--- config.mk ---
export PLATFORM = sky130hd
export DESIGN_NAME = seg_addr_gen
export DESIGN_NICKNAME = d
export VERILOG_FILES = /design/src/rtl/seg_addr_pkg.sv /design/src/rtl/seg_base_regs.sv /design/src/rtl/seg_picker.sv /design/src/rtl/seg_addr_adder.sv /design/src/rtl/seg_addr_gen.sv
export SDC_FILE = /design/constraint.sdc
export NUM_CORES = 1
export LEC_CHECK = 0
export ABC_AREA = 1
export ABC_CLOCK_PERIOD_IN_PS = 6500
export BUFFER_PORTS_ARGS = -buffer_cell sky130_fd_sc_hd__buf_4
export CAP_MARGIN = 40
export CORE_AREA = 2 2 83 145
export DETAILED_ROUTE_END_ITERATION = 8
export DIE_AREA = 0 0 85 147
export PLACE_DENSITY_LB_ADDON = 0.05
export SLEW_MARGIN = 30
export SYNTH_ARGS = -nofsm -noshare
export SYNTH_HDL_FRONTEND = slang
export SYNTH_HIERARCHICAL = 1
export SYNTH_SLANG_ARGS = --single-unit
--- constraint.sdc ---
create_clock -name clk -period 6.5 [get_ports clk]
set_input_delay 1.3 -clock clk [delete_from_list [all_inputs] [get_ports clk]]
set_output_delay 1.3 -clock clk [all_outputs]
set_load 0.03 [all_outputs]
--- src/rtl/seg_addr_pkg.sv ---
package seg_addr_pkg;

    localparam int SEG_W     = 16;
    localparam int OFF_W     = 16;
    localparam int SEG_SHIFT = 4;
    localparam int PA_W      = SEG_W + SEG_SHIFT;
    localparam int N_SEG     = 4;
    localparam int KIND_W    = 3;

    // Segment identifiers; the numeric values are the write/override encoding.
    typedef enum logic [1:0] {
        SEG_CODE  = 2'd0,
        SEG_STACK = 2'd1,
        SEG_DATA  = 2'd2,
        SEG_EXTRA = 2'd3
    } seg_id_t;

    // Access kind codes presented on req_kind.
    localparam logic [KIND_W-1:0] ACC_FETCH   = 3'd0;
    localparam logic [KIND_W-1:0] ACC_STK_SP  = 3'd1;
    localparam logic [KIND_W-1:0] ACC_STK_BP  = 3'd2;
    localparam logic [KIND_W-1:0] ACC_DATA_SI = 3'd3;
    localparam logic [KIND_W-1:0] ACC_STR_DI  = 3'd4;

    typedef struct packed {
        logic            valid;
        logic [PA_W-1:0] addr;
    } addr_resp_t;

    // Default segment for an access kind; unused codes fall back to data.
    function automatic seg_id_t default_seg(input logic [KIND_W-1:0] kind);
        seg_id_t s;
        case (kind)
            ACC_FETCH:              s = SEG_CODE;
            ACC_STK_SP, ACC_STK_BP: s = SEG_STACK;
            ACC_STR_DI:             s = SEG_EXTRA;
            default:                s = SEG_DATA;
        endcase
        return s;
    endfunction

endpackage

--- src/rtl/seg_base_regs.sv ---
module seg_base_regs
    import seg_addr_pkg::*;
#(
    parameter int NUM   = N_SEG,
    parameter int WIDTH = SEG_W,
    localparam int IDX_W = $clog2(NUM)
) (
    input  logic                       clk,
    input  logic                       rst,
    input  logic                       wr_en,
    input  logic [IDX_W-1:0]           wr_sel,
    input  logic [WIDTH-1:0]           wr_data,
    output logic [NUM-1:0][WIDTH-1:0]  base_q
);

    for (genvar g = 0; g < NUM; g++) begin : g_base
        always_ff @(posedge clk) begin
            if (rst) begin
                base_q[g] <= '0;
            end else if (wr_en && (wr_sel == IDX_W'(g))) begin
                base_q[g] <= wr_data;
            end
        end
    end

endmodule

--- src/rtl/seg_picker.sv ---
module seg_picker
    import seg_addr_pkg::*;
(
    input  logic [KIND_W-1:0] kind,
    input  logic              ovr_en,
    input  logic [1:0]        ovr_sel,
    output seg_id_t           pick
);

    always_comb begin
        pick = default_seg(kind);
        // String destination is pinned to the extra segment.
        if (ovr_en && (kind != ACC_STR_DI)) begin
            pick = seg_id_t'(ovr_sel);
        end
    end

endmodule

--- src/rtl/seg_addr_adder.sv ---
module seg_addr_adder #(
    parameter int BASE_W = 16,
    parameter int OFFS_W = 16,
    parameter int SHIFT  = 4,
    localparam int OUT_W = BASE_W + SHIFT
) (
    input  logic [BASE_W-1:0] base,
    input  logic [OFFS_W-1:0] offset,
    output logic [OUT_W-1:0]  phys
);

    logic [OUT_W-1:0] scaled;
    logic [OUT_W-1:0] widened;

    assign scaled  = {base, {SHIFT{1'b0}}};
    assign widened = OUT_W'(offset);
    // Sum is truncated to OUT_W bits: the carry out wraps the space.
    assign phys    = scaled + widened;

endmodule

--- src/rtl/seg_addr_gen.sv ---
module seg_addr_gen
    import seg_addr_pkg::*;
#(
    parameter int SW = SEG_W,
    parameter int OW = OFF_W,
    parameter int SH = SEG_SHIFT,
    localparam int AW = SW + SH
) (
    input  logic          clk,
    input  logic          rst,
    input  logic          wr_en,
    input  logic [1:0]    wr_sel,
    input  logic [SW-1:0] wr_data,
    input  logic          req_valid,
    input  logic [2:0]    req_kind,
    input  logic [OW-1:0] req_offset,
    input  logic          ovr_en,
    input  logic [1:0]    ovr_sel,
    output logic          addr_valid,
    output logic [AW-1:0] addr_out
);

    logic [N_SEG-1:0][SW-1:0] base_q;
    seg_id_t                  pick_seg;
    logic [SW-1:0]            pick_base;
    logic [AW-1:0]            phys_next;
    addr_resp_t               resp_q;

    seg_base_regs #(.NUM(N_SEG), .WIDTH(SW)) i_regs (
        .clk    (clk),
        .rst    (rst),
        .wr_en  (wr_en),
        .wr_sel (wr_sel),
        .wr_data(wr_data),
        .base_q (base_q)
    );

    seg_picker i_pick (
        .kind   (req_kind),
        .ovr_en (ovr_en),
        .ovr_sel(ovr_sel),
        .pick   (pick_seg)
    );

    // Reads the registered base, so a same-cycle write is not yet visible.
    assign pick_base = base_q[pick_seg];

    seg_addr_adder #(.BASE_W(SW), .OFFS_W(OW), .SHIFT(SH)) i_add (
        .base  (pick_base),
        .offset(req_offset),
        .phys  (phys_next)
    );

    always_ff @(posedge clk) begin
        if (rst) begin
            resp_q <= '0;
        end else begin
            resp_q.valid <= req_valid;
            if (req_valid) begin
                resp_q.addr <= phys_next;
            end
        end
    end

    assign addr_valid = resp_q.valid;
    assign addr_out   = resp_q.addr;

endmodule

Yosys cells after proc, flatten, opt, wreduce, memory -nomap -nowiden
Index checks and enable logic that the tools add are counted.
{"block": "totals", "ff_bits": 85, "output_inout_bits": 21}
{"block": "classes", "n_addsub": 1, "magnitude_cmp": 1, "n_eq_ne": 7, "mux": 4, "reduce_logical": 8}
{"operator": "16-bit binary-select mux with 2-bit select", "n": 1}
{"operator": "20-bit by 16-bit adder with 20-bit output", "n": 1}
{"operator": "16-bit 2-to-1 mux", "n": 1}
{"operator": "2-bit case mux with 3 select lines", "n": 1}
{"operator": "1-bit logical AND", "n": 5}
{"operator": "2-bit == test, second input constant", "n": 2}
{"operator": "3-bit by 1-bit == test with 1-bit output, second input constant", "n": 1}
{"operator": "3-bit by 2-bit == test with 1-bit output, second input constant", "n": 1}
{"operator": "3-bit == test, second input constant", "n": 1}
{"operator": "3-bit zero test", "n": 1}
{"operator": "2-bit by 3-bit less-than comparator with 1-bit output, second input constant", "n": 1}
{"operator": "3-bit inequality test, second input constant", "n": 1}
{"operator": "2-bit by 1-bit == test with 1-bit output, second input constant", "n": 1}
{"operator": "2-bit zero test", "n": 1}
{"operator": "2-bit 2-to-1 mux", "n": 1}
{"operator": "2-bit OR reduction", "n": 1}

Longest topological paths before layout
Gate-level depths: netlist (run 1).
{"block": "logic_depth", "word_depth": 7, "ltp_mapped": 22}

By module
Netlist (run 1), hierarchy kept.
{"module": "seg_base_regs", "n_inst": 1, "cells_each": 413, "area_each_um2": 2651.3, "seq_area_each_um2": 1281.2}
{"module": "seg_addr_gen", "n_inst": 1, "cells_each": 277, "area_each_um2": 1512.7, "seq_area_each_um2": 420.4}
{"module": "seg_addr_adder", "n_inst": 1, "cells_each": 168, "area_each_um2": 862.1, "seq_area_each_um2": 0.0}
{"module": "seg_picker", "n_inst": 1, "cells_each": 15, "area_each_um2": 67.6, "seq_area_each_um2": 0.0}

Worst setup path after synthesis (run 1)
OpenSTA, ideal clock, no wires.
{"block": "synth_timing", "path_kind": "input -> register", "startpoint": "in ovr_sel[0]", "endpoint": "reg resp_q, in the netlist addr_out[18]", "setup_ns": 0.132, "t_arrival_ns": 3.212, "t_required_ns": 6.368, "slack_ns": 3.156, "path_stages": 21, "n_path_buf": 2, "path_cell_list": "nand2_1 > a21boi_0 > nand2_1 > buf_6 > inv_4 > buf_6 > nand2_1 > nand3_1 > nand2_1 > ha_1 > fa_1 > nand2_1 > nand2_1 > nand3b_1 > nand2_1 > nand2_1 > nand2_1 > nand2_1 > nand2_1 > nand2_1 > a21oi_1"}
{"block": "synth_via", "elab_chain_len": 4}
{"element": "start, declared", "line_no": "seg_addr_gen.sv:18", "text": "input logic [1:0] ovr_sel,"}
{"element": "2-bit 2-to-1 mux", "line_no": "seg_picker.sv:13", "text": "if (ovr_en && (kind != ACC_STR_DI)) begin"}
{"element": "via pick_seg[0]", "line_no": "seg_addr_gen.sv:24", "text": "seg_id_t pick_seg;"}
{"element": "16-bit binary-select mux with 2-bit select", "line_no": "seg_addr_gen.sv:46", "text": "assign pick_base = base_q[pick_seg];"}
{"element": "16-bit 2-to-1 mux (not written as such)", "line_no": "seg_addr_gen.sv:46"}
{"element": "via pick_base[0]", "line_no": "seg_addr_gen.sv:25", "text": "logic [SW-1:0] pick_base;"}
{"element": "20-bit by 16-bit adder with 20-bit output", "line_no": "seg_addr_adder.sv:18", "text": "assign phys = scaled + widened;"}
{"element": "via phys_next[18]", "line_no": "seg_addr_gen.sv:26", "text": "logic [AW-1:0] phys_next;"}
{"element": "end, declared", "line_no": "seg_addr_gen.sv:27", "text": "addr_resp_t resp_q;"}
The timed path passes the listed nets, and every way through them passes these cells. The select of a mux whose other input is x is not followed.
A chain may end at the register's enable or synchronous reset.

Worst setup path in the final report (run 1)
{"block": "layout_timing", "startpoint": "in req_kind[1]", "endpoint": "reg resp_q, in the netlist addr_out[14]"}
{"block": "layout_via", "elab_chain_len": 7}
{"element": "start, declared", "line_no": "seg_addr_gen.sv:15", "text": "input logic [2:0] req_kind,"}
{"element": "3-bit by 1-bit == test with 1-bit output or 3-bit by 2-bit == test with 1-bit output (tied branches)", "line_no": "seg_addr_pkg.sv:33", "text": "case (kind)"}
{"element": "2-bit OR reduction", "line_no": "seg_addr_pkg.sv:33"}
{"element": "2-bit case mux with 3 select lines", "line_no": "seg_addr_pkg.sv:33"}
{"element": "2-bit 2-to-1 mux (*)", "line_no": "seg_picker.sv:13"}
{"element": "via pick_seg[1]", "line_no": "seg_addr_gen.sv:24"}
{"element": "16-bit binary-select mux with 2-bit select (*)", "line_no": "seg_addr_gen.sv:46"}
{"element": "16-bit 2-to-1 mux (not written as such) (*)", "line_no": "seg_addr_gen.sv:46"}
{"element": "via pick_base[0]", "line_no": "seg_addr_gen.sv:25"}
{"element": "20-bit by 16-bit adder with 20-bit output (*)", "line_no": "seg_addr_adder.sv:18"}
{"element": "via phys_next[14]", "line_no": "seg_addr_gen.sv:26"}
The timed path passes the listed nets; every way through them passes the cells marked *. The select of a mux whose other input is x is not followed.

==> out/qor.yml, run 1 <==
route:
  drc_errors: 0
  vias: 4951
  wl_per_cell_um: 12.1
  drt_pass1_iterations: 4
  ant_nets: 0
  viasPerCell: 4.72
  wirelength_um: 12700
  detail_route.iter0.violations: 208
clocking:
  root_buffer: "clkbuf_16"
  cts_tree: "yes"
  postCtsSetupBuffers: 0
  htreeDepth: 3
  hold_buffers: 0
  cts_resized: 0
  cts_sinks: 85
  clock_latency_ns: 0.34
  cts_made_buffers: 9
  clockBufferDepth: 2
  cts.clk_slew.worst_paths_ns: 0.06
layout:
  final_area_um2: 5850
  seqCellArea_um2: 1700
  fin_nets: 968
  multi_input_area_um2: 2500
  fillers: 1230
  diodes: 0
  drive_above_1_share_pct: 10.2
  area_delta_synth_final_pct: 14.8
synth:
  syn_area_per_cell_um2: 5.83
  ys_seq_area_share_pct: 33.4
  ys_seq_elements: 85
  synth_ff_type: "dfxtp_1"
  synth_area_um2: 5090
  synth_edf_count: 0
  yosysWarnings: 6
  async_flop_share_pct: 0
  synth_nets: 930
  synth.distinct_cells: 27
  syn_inst: 873
timing:
  fmax_mhz: 260
  relSlewSlack_pct: 55.3
  skew_ns: 0.00703
  tightest_slew_ns: 0.671
  tns_ns: 0
  finalSetupViolCount: 0
  final_max_slew_viol_count: 0
  rsz0062_at_grt: "no"
  hold_viol: 0
  period_needed_ns: 3.85
  fin_crit_sh_pct: 59.2
worst_hold_path:
  holdPathStages: 2
  min_from: "addr_out[14]$_SDFFE_PP0P_"
  hp-class: "flip-flop to flip-flop"
  hold_end: "addr_out[14]$_SDFFE_PP0P_"
placed_design:
  place.gp.congestion: 0.920
  dp_hpwl_um: 9220
  placed_cell_area_um2: 5530
  port-buffer-count: 64
grt:
  grt_max_degree: 65
  gr-total-overflow: 0
  met3_usage_pct: 2.92
  grtUsageMet1_pct: 24.9
  use_met2_pct: 39.5
  grt-busiest-layer: "met2"
  grt_pass1_wl_um: 22000
  antenna_found_initial: 0
  grt_use_total_pct: 21.5
  grt_pass1_vias: 4792
floorplan:
  start_util_pct: 44.7
  die_w_um: 85
  fp-row-count: 52
  die_y_um: 147
  die_area_um2: 12500
  io_pins: 65
  coreArea_um2: 11400
critical_path:
  rr_endpoint: "addr_out[14]$_SDFFE_PP0P_"
  end_kind: "flip-flop"
  ff2ff_setup_slack_ns: 4.44
  path_max_fanout: 17
  critical_path_arrival_ns: 4.11
  startpoint_type: "input port"
  reg2reg_depth: 15
  r2r_start: "i_regs/base_q[48]$_SDFFE_PP0P_"
  critPathRequiredTime_ns: 6.77
  critical_path_class: "input port to flip-flop"
outcome:
  status: "finished, final reports clean"
pwr:
  p_per_area_nw_per_um2: 257
  vdd.ir_drop.worst_mv: 0.130
  power.leakage_nw: 3.25
job:
  maxCapViolCount: 0
## worst max-delay path, stage by stage
cell	delay, ns
buf_4	0.12
nor2_2	0.14
nand2_1	0.06
nand2_1	0.05
nand2_1	0.04
inv_1	0.46
inv_2	0.29
nand3_1	0.16
nand2_1	0.07
ha_1	0.21
fa_1	0.41
nand2_1	0.09
nand2_1	0.07
nand3b_1	0.08
nand2_1	0.11
nand2_1	0.11
nand3_1	0.07
nand2_1	0.08
nand2_1	0.05
a21oi_1	0.14
## cell families (layout without fill, tap and decap cells)
kind of cell / Yosys count / after routing / synth area share [%]
xor gates and xnor gates: 7 / 7 / 1.20
DFF: 85 / 85 / 33.4
AOI/OAI and AO/OA: 43 / 43 / 4.27
and+or+nand+nor: 514 / 514 / 40.3
buffers and inverters: 211 / 253 / 17.5
adders and majority gates: 13 / 13 / 3.34
## registers in the layout, indices dropped and copies added (netlist names)
signal and flops:
addr_valid 1, addr_out 20, i_regs/base_q 64
## cell usage in the layout (no fill, tap or decap)
master,Yosys,final
nor3_1,1,1
nor3_2,2,2
and2_1,1,1
and2_4,1,1
inv_4,1,2
buf_4,7,69
dfxtp_1,85,85
nand3b_1,3,3
nand2_1,313,313
nor2_2,1,2
fa_1,1,1
xnor2_1,1,1
ha_1,12,12
clkinvlp_4,0,1
nand4_1,1,1
a21boi_0,1,1
clkbuf_8,0,1
clkbuf_1,4,1
nor2_1,126,125
nand2_2,2,2
a21oi_1,42,42
nand3_1,61,61
or2_1,2,2
clkbuf_16,0,9
bufinv_16,0,2
inv_2,2,1
inv_1,166,166
clkinv_2,0,1
xor2_1,6,6
## metal layers
metal	vias to the layer above	wire [µm]
li1	2628	-
met1	2200	5180
met2	106	6720
met3	17	564
met4	0	281
met5	-	0
## metrics by stage
stage	hold slack [ns]	worst slack [ns]	cells	power [W]	util (%)
2_1_floorplan	0.452	3.16	873	0.000859	-
3_3_place_gp	0.449	2.37	1035	0.000957	48.6
3_5_place_dp	0.455	2.29	1035	0.000963	48.6
4_1_cts	0.465	2.65	1050	0.00152	51.4
5_1_grt	0.485	2.31	1050	0.00159	51.4
6_report	0.463	2.65	1050	0.00150	51.4
## cells in the mapped netlist, types with 2 or more instances
library cell	number	area, µm²
nand2_1	313	1170
inv_1	166	623
nor2_1	126	473
dfxtp_1	85	1700
nand3_1	61	305
a21oi_1	42	210
buf_2	19	95.1
ha_1	12	150
buf_4	7	52.6
buf_1	6	22.5
buf_6	6	67.6
xor2_1	6	52.6
clkbuf_1	4	15.0
nand3b_1	3	22.5
inv_2	2	7.51
nand2_2	2	12.5
nor3_2	2	20.0
or2_1	2	12.5
## power by group
part,leakage [nW],internal [W],switching (W)
Combinational,2.40,0.000136,0.000239
Clock,0.152,0.000345,0.000208
Sequential,0.697,0.000557,0.0000173
## worst max-delay path by stage
stage | from | end | slack (ns) | cells past startpoint
2_1_floorplan | ovr_sel[0] | addr_out[18]$_SDFFE_PP0P_ | 3.16 | 21
3_3_place_gp | req_kind[1] | addr_out[18]$_SDFFE_PP0P_ | 2.37 | 21
3_5_place_dp | req_kind[1] | addr_out[14]$_SDFFE_PP0P_ | 2.29 | 20
4_1_cts | req_kind[1] | addr_out[14]$_SDFFE_PP0P_ | 2.65 | 20
5_1_grt | req_kind[1] | addr_out[14]$_SDFFE_PP0P_ | 2.31 | 20
6_report | req_kind[1] | addr_out[14]$_SDFFE_PP0P_ | 2.65 | 20
## area by class of cell
cell class	count	area share (%)
clock buffers	11	4.15
clock inverters	4	1.24
inverters	169	10.9
multi-input cells	577	42.8
flip-flops and latches	85	29.1
well taps	135	2.89
repair buffers	69	8.86
Note: power is estimated with default switching activity, not from simulation.
==> run 2, diff against run 1 <==
--- a/config.mk
+++ b/config.mk
@@ -6,7 +6,7 @@
 export NUM_CORES = 1
 export LEC_CHECK = 0
 export ABC_AREA = 1
-export ABC_CLOCK_PERIOD_IN_PS = 6500
+export ABC_CLOCK_PERIOD_IN_PS = 3500
 export BUFFER_PORTS_ARGS = -buffer_cell sky130_fd_sc_hd__buf_4
 export CAP_MARGIN = 40
 export CORE_AREA = 2 2 83 145
==> constraint.sdc (replaced) <==
create_clock -name clk -period 3.5 [get_ports clk]
set_input_delay 0.7 -clock clk [delete_from_list [all_inputs] [get_ports clk]]
set_output_delay 0.7 -clock clk [all_outputs]
set_load 0.03 [all_outputs]
==> run 2 against run 1 <==
Against the previous run:
- core utilization hardly changed
- routed wire length up 1.2%
- sequential power rose by 86%
- combinational power up 89%
- critical path depth shrank 1
- worst setup slack got worse by 2.1 ns
- final area hardly changed
- largest power group unchanged
==> out/qor.yml, run 2 (same netlist as run 1, synthesis figures left out) <==
pwr:
  p_int_w: 0.00179
  p_sw_share_pct: 33.0
  pwr-share-seq_pct: 39.9
  power.leakage_nw: 3.25
  p_per_area_nw_per_um2: 457
  power_frac_clock_pct: 33.5
  finalPower_w: 0.00267
  p_switching_w: 0.000881
  vdd.ir_drop.worst_mv: 0.246
  pwr-share-comb_pct: 26.6
timing:
  rsz0062_at_grt: "no"
  final_max_slew_viol_count: 0
  relSlewSlack_pct: 57.3
  fin_crit_sh_pct: 82.9
  tightest_slew_ns: 0.639
  fmax_mhz: 345
  period_needed_ns: 2.90
  skew_ns: 0.00667
  hold_viol: 0
  tns_ns: 0
  whs_ns: 0.461
  finalSetupViolCount: 0
clocking:
  cts.clk_slew.worst_paths_ns: 0.06
  cts_sinks: 85
  clockBufferDepth: 2
  cts_resized: 0
  htreeDepth: 3
  hold_buffers: 0
  cts_made_buffers: 9
  postCtsSetupBuffers: 0
  root_buffer: "clkbuf_16"
  cts_tree: "yes"
  clock_latency_ns: 0.34
layout:
  largest-register: "i_regs/base_q"
  layout_common_cells: "nand2_1 (313), inv_1 (166), nor2_1 (125)"
  fin_util_pct: 51.3
  diodes: 0
  largest_reg_flops: 64
  area_delta_synth_final_pct: 14.8
  fin_nets: 973
  final_common_cell: "nand2_1"
  drive_above_1_share_pct: 10.9
worst_hold_path:
  hp-class: "flip-flop to flip-flop"
floorplan:
  io_pins: 65
  start_util_pct: 44.7
  coreArea_um2: 11400
  fp-row-count: 52
  die_area_um2: 12500
  die_y_um: 147
  die_w_um: 85
route:
  ant_nets: 0
  wirelength_um: 12900
  detail_route.iter0.violations: 203
  drc_errors: 0
  wl_per_cell_um: 12.2
  drt_pass1_iterations: 4
  viasPerCell: 4.67
  vias: 4933
placed_design:
  place.gp.congestion: 0.926
  dp_hpwl_um: 9540
  port-buffer-count: 64
critical_path:
  path_max_fanout: 28
  r2r_start: "i_regs/base_q[48]$_SDFFE_PP0P_"
  end_kind: "flip-flop"
  crit_end: "addr_out[15]$_SDFFE_PP0P_"
  rr_endpoint: "addr_out[18]$_SDFFE_PP0P_"
  critPathRequiredTime_ns: 3.77
  critical_path_class: "input port to flip-flop"
  reg2reg_depth: 16
  critPathLaunch: "ovr_en"
  ff2ff_setup_slack_ns: 1.47
  critical_path_arrival_ns: 3.17
  startpoint_type: "input port"
job:
  maxCapViolCount: 0
grt:
  grt_max_degree: 37
  grt_use_total_pct: 21.6
  grt_pass1_wl_um: 21800
  grt_pass1_vias: 4779
  antenna_found_initial: 0
  gr-total-overflow: 0
outcome:
  status: "finished, final reports clean"
[run 2: worst min-delay path by stage]
stage | startpoint | depth (start not counted) | slack, ns | end
detailed placement | addr_out[1]$_SDFFE_PP0P_ | 2 | 0.45 | addr_out[1]$_SDFFE_PP0P_
finish | addr_out[1]$_SDFFE_PP0P_ | 2 | 0.46 | addr_out[1]$_SDFFE_PP0P_
floorplan | i_regs/base_q[0]$_SDFFE_PP0P_ | 2 | 0.45 | i_regs/base_q[0]$_SDFFE_PP0P_
CTS | addr_out[6]$_SDFFE_PP0P_ | 2 | 0.46 | addr_out[6]$_SDFFE_PP0P_
global route | addr_out[8]$_SDFFE_PP0P_ | 2 | 0.48 | addr_out[8]$_SDFFE_PP0P_
global placement | addr_out[2]$_SDFFE_PP0P_ | 2 | 0.45 | addr_out[2]$_SDFFE_PP0P_
[run 2: metal layers]
layer | up-vias | GRT usage (%) | share of wire, %
li1 | 2634 | - | -
met2 | 110 | 39.2 | 53
met3 | 21 | 3.43 | 4.2
met1 | 2168 | 24.1 | 40
met5 | - | 0 | 0
met4 | 0 | 10.3 | 3.1
[run 2: critical path: stages]
cell	delay [ns]
buf_4	0.12
nand2_1	0.04
a21boi_0	0.17
nand2_1	0.20
inv_4	0.29
nand2_1	0.10
nand3_1	0.08
nand2_1	0.11
ha_1	0.39
nand2_1	0.09
nor2_1	0.10
nand3_1	0.08
nand2_1	0.22
nand2_1	0.11
nand2_1	0.07
nand2_1	0.04
nand2_1	0.05
nand2_1	0.05
a21oi_1	0.15
[run 2: cell type report]
| cell class | instances | area (µm²) |
|---|---|---|
| clock buffer | 10 | 239 |
| inverter | 169 | 637 |
| tap | 135 | 169 |
| fill | 1193 | 5540 |
| sequential | 85 | 1700 |
| timing repair buffer | 74 | 556 |
| multi-input combinational | 577 | 2500 |
| clock inverter | 6 | 38.8 |
[run 2: through the flow]
stage / worst slack, ns / instances / area (µm²)
floorplan: 0.756 / 873 / 5090
CTS: 0.607 / 1056 / 5850
detailed placement: 0.253 / 1040 / 5570
global route: 0.322 / 1056 / 5850
finish: 0.599 / 1056 / 5850
global placement: 0.349 / 1040 / 5570
[run 2: power by group through the flow]
stage	Clock (W)	Sequential, W	Combinational, W
2_1_floorplan	0	0.00114	0.000458
3_3_place_gp	0	0.00109	0.000704
3_5_place_dp	0	0.00109	0.000712
4_1_cts	0.000929	0.00107	0.000715
5_1_grt	0.000961	0.00107	0.000806
6_report	0.000895	0.00107	0.000710
==> run 3, diff against run 2 <==
--- a/config.mk
+++ b/config.mk
@@ -5,13 +5,13 @@
 export SDC_FILE = /design/constraint.sdc
 export NUM_CORES = 1
 export LEC_CHECK = 0
-export ABC_AREA = 1
-export ABC_CLOCK_PERIOD_IN_PS = 3500
+export ABC_AREA = 0
+export ABC_CLOCK_PERIOD_IN_PS = 2700
 export BUFFER_PORTS_ARGS = -buffer_cell sky130_fd_sc_hd__buf_4
 export CAP_MARGIN = 40
-export CORE_AREA = 2 2 83 145
+export CORE_AREA = 2 2 79 138
 export DETAILED_ROUTE_END_ITERATION = 8
-export DIE_AREA = 0 0 85 147
+export DIE_AREA = 0 0 81 140
 export PLACE_DENSITY_LB_ADDON = 0.05
 export SLEW_MARGIN = 30
 export SYNTH_ARGS = -nofsm -noshare
==> constraint.sdc (replaced) <==
create_clock -name clk -period 2.7 [get_ports clk]
set_input_delay 0.54 -clock clk [delete_from_list [all_inputs] [get_ports clk]]
set_output_delay 0.54 -clock clk [all_outputs]
set_load 0.03 [all_outputs]
==> run 3 against run 2 <==
Against the previous run:
- the run now ends with setup timing left
- final area up 3.0%
- count of clock-buffer cells in the layout up 2
- non-clock buffer count is 46 higher
- cell count is 37% lower
- sequential share of layout area down 0.84 points
- combinational power shrank 5.9%
- clock power grew 37%
- routed wire length is 19% lower
- via count fell by 30%
- worst setup slack worse by 1.2 ns
- core utilization is 7.8 points higher
- critical endpoint is now addr_out[16]$_SDFFE_PP0P_
- largest cell class unchanged
==> out/qor.yml, run 3 <==
timing:
  hold_viol: 0
  tns_ns: -6.31
  finalSetupViolCount: 14
  setup_ws_ns: -0.620
  relSlewSlack_pct: 55.7
  period_needed_ns: 3.32
  tightest_slew_ns: 0.665
  skew_ns: 0.00666
  rsz0062_at_grt: "yes"
  fin_crit_sh_pct: 123
  final_max_slew_viol_count: 0
  fmax_mhz: 301
floorplan:
  die_w_um: 81
  start_util_pct: 45.1
  fp-row-count: 49
  coreArea_um2: 10200
  io_pins: 65
  die_y_um: 140
  die_area_um2: 11300
layout:
  seqCellArea_um2: 1700
  final_area_um2: 6020
  multi_input_area_um2: 2890
  fillers: 913
  layout_common_cells: "buf_4 (108), dfxtp_1 (85), mux2i_1 (84)"
  largest-register: "i_regs/base_q"
  largest_reg_flops: 64
  diodes: 0
  final_common_cell: "buf_4"
  fin_util_pct: 59.1
  drive_above_1_share_pct: 34.3
  fin_nets: 589
  area_delta_synth_final_pct: 31.2
clocking:
  hold_buffers: 0
  cts_sinks: 85
  cts_made_buffers: 9
  htreeDepth: 3
  cts_tree: "yes"
  cts.clk_slew.worst_paths_ns: 0.06
  clock_latency_ns: 0.33
  clockBufferDepth: 2
  root_buffer: "clkbuf_16"
placed_design:
  place.gp.congestion: 0.815
  placed_cell_area_um2: 5410
  port-buffer-count: 64
  dp_hpwl_um: 7460
  post-place-ws_ns: -1.06
synth:
  synth_ff_type: "dfxtp_1"
  yosysMostFrequentCell: "dfxtp_1"
  synth_area_um2: 4590
  synth_nets: 489
  netlist_top_cells_area: "dfxtp_1 (37%), mux2i_1 (18%), nand2b_1 (11%), mux4_2 (4.9%), mux4_1 (3.4%)"
  synth_edf_count: 0
  yosysWarnings: 6
  syn_area_per_cell_um2: 10.6
  async_flop_share_pct: 0
  ys_seq_elements: 85
  yosysTopAreaCell: "dfxtp_1"
  synth_top_area_share_pct: 37.1
  netlist_top_cells_count: "dfxtp_1 (85), mux2i_1 (84), nand2b_1 (83)"
  syn_inst: 432
  synth.distinct_cells: 49
  ys_seq_area_share_pct: 37.1
grt:
  antenna_found_initial: 0
  gr-total-overflow: 0
  grt_pass1_wl_um: 17000
  grt_use_total_pct: 19.3
  grt_pass1_vias: 3546
  grt_max_degree: 90
outcome:
  status: "finished, violations left"
  failed_checks: "setup timing"
critical_path:
  end_kind: "flip-flop"
  slowest_delay_ns: 0.53
  critical_path_arrival_ns: 3.54
  crit_chain: "buf_6, or4b_1, nand4_1, buf_6, mux4_2, ha_4, fa_2, a21o_1, a221oi_4, buf_6, o2111a_1, nor3_2, mux2i_1, nor2_1"
  slowest_stage: "mux4_2"
  critical_path_class: "input port to flip-flop"
  path_buf_inv: 3
  path_max_fanout: 7
  path_delay_family: "simple AND/OR/NAND/NOR gates"
  startpoint_type: "input port"
  critPathRequiredTime_ns: 2.92
  crit_top_cell: "buf_6"
worst_hold_path:
  hp-class: "input port to flip-flop"
route:
  drc_errors: 0
  vias: 3464
  wirelength_um: 10400
  wl_per_cell_um: 15.8
  drt_pass1_iterations: 4
  ant_nets: 0
  viasPerCell: 5.22
  detail_route.iter0.violations: 55
pwr:
  p_per_area_nw_per_um2: 538
  finalPower_w: 0.00324
  vdd.ir_drop.worst_mv: 0.363
  power.leakage_nw: 2.70
job:
  maxCapViolCount: 0
run 3: kinds of logic after synthesis:
kind of cell	Yosys count	share of synthesized area (%)
and+or+nand+nor	152	19.4
muxes	100	26.7
DFF	85	37.1
AOI/OAI and AO/OA	37	6.77
buffers and inverters	36	4.66
adders and majority gates	13	3.71
xor gates and xnor gates	9	1.72
run 3: layer usage:
| layer | share of wire (%) | GRT usage, % | wire, µm | vias up |
|---|---|---|---|---|
| met2 | 54 | 34.4 | 5600 | 53 |
| li1 | - | - | - | 1728 |
| met5 | 0 | 0 | 0 | - |
| met4 | 1.6 | 7.40 | 162 | 0 |
| met1 | 42 | 22.4 | 4430 | 1675 |
| met3 | 2.5 | 3.16 | 261 | 8 |
run 3: report_power, final:
group | internal [W] | total, W | switching, W
clock network | 0.000740 | 0.00123 | 0.000491
logic | 0.000351 | 0.000668 | 0.000316
registers | 0.00131 | 0.00134 | 0.0000293
run 3: layout make-up:
type	count	share of cell area [%]
Tap cell	127	2.64
Sequential cell	85	28.3
Timing Repair Buffer	120	15.9
Clock inverter	3	0.769
Multi-Input combinational cell	311	48.1
Inverter	5	0.312
Clock buffer	12	4.09
run 3: metrics by stage:
| stage | instances | hold slack, ns |
|---|---|---|
| 6_report | 663 | 0.441 |
| 5_1_grt | 663 | 0.434 |
| 4_1_cts | 661 | 0.430 |
| 3_5_place_dp | 636 | 0.465 |
| 3_3_place_gp | 636 | 0.456 |
| 2_1_floorplan | 432 | 0.444 |
run 3: final timing paths:
check	from	endpoint	slack, ns	cells after the start
min	req_offset[0]	addr_out[0]$_SDFFE_PP0P_	0.44	3
max reg2reg	i_regs/base_q[48]$_SDFFE_PP0P_	addr_out[16]$_SDFFE_PP0P_	0.21	10
min reg2reg	i_regs/base_q[28]$_SDFFE_PP0P_	i_regs/base_q[28]$_SDFFE_PP0P_	0.48	2
max	req_kind[0]	addr_out[16]$_SDFFE_PP0P_	-0.62	14
run 3: repair_timing:
item / 4_1_cts / 5_1_grt
resized for setup: 30 / 15
endpoints found under the setup margin: 13 / 14
setup buffers: 11 / 3
pin swaps: 25 / 14
run 3: worst min-delay path: stages:
cell	delay [ns]
buf_4	0.07
mux2i_1	0.05
nor2_1	0.07
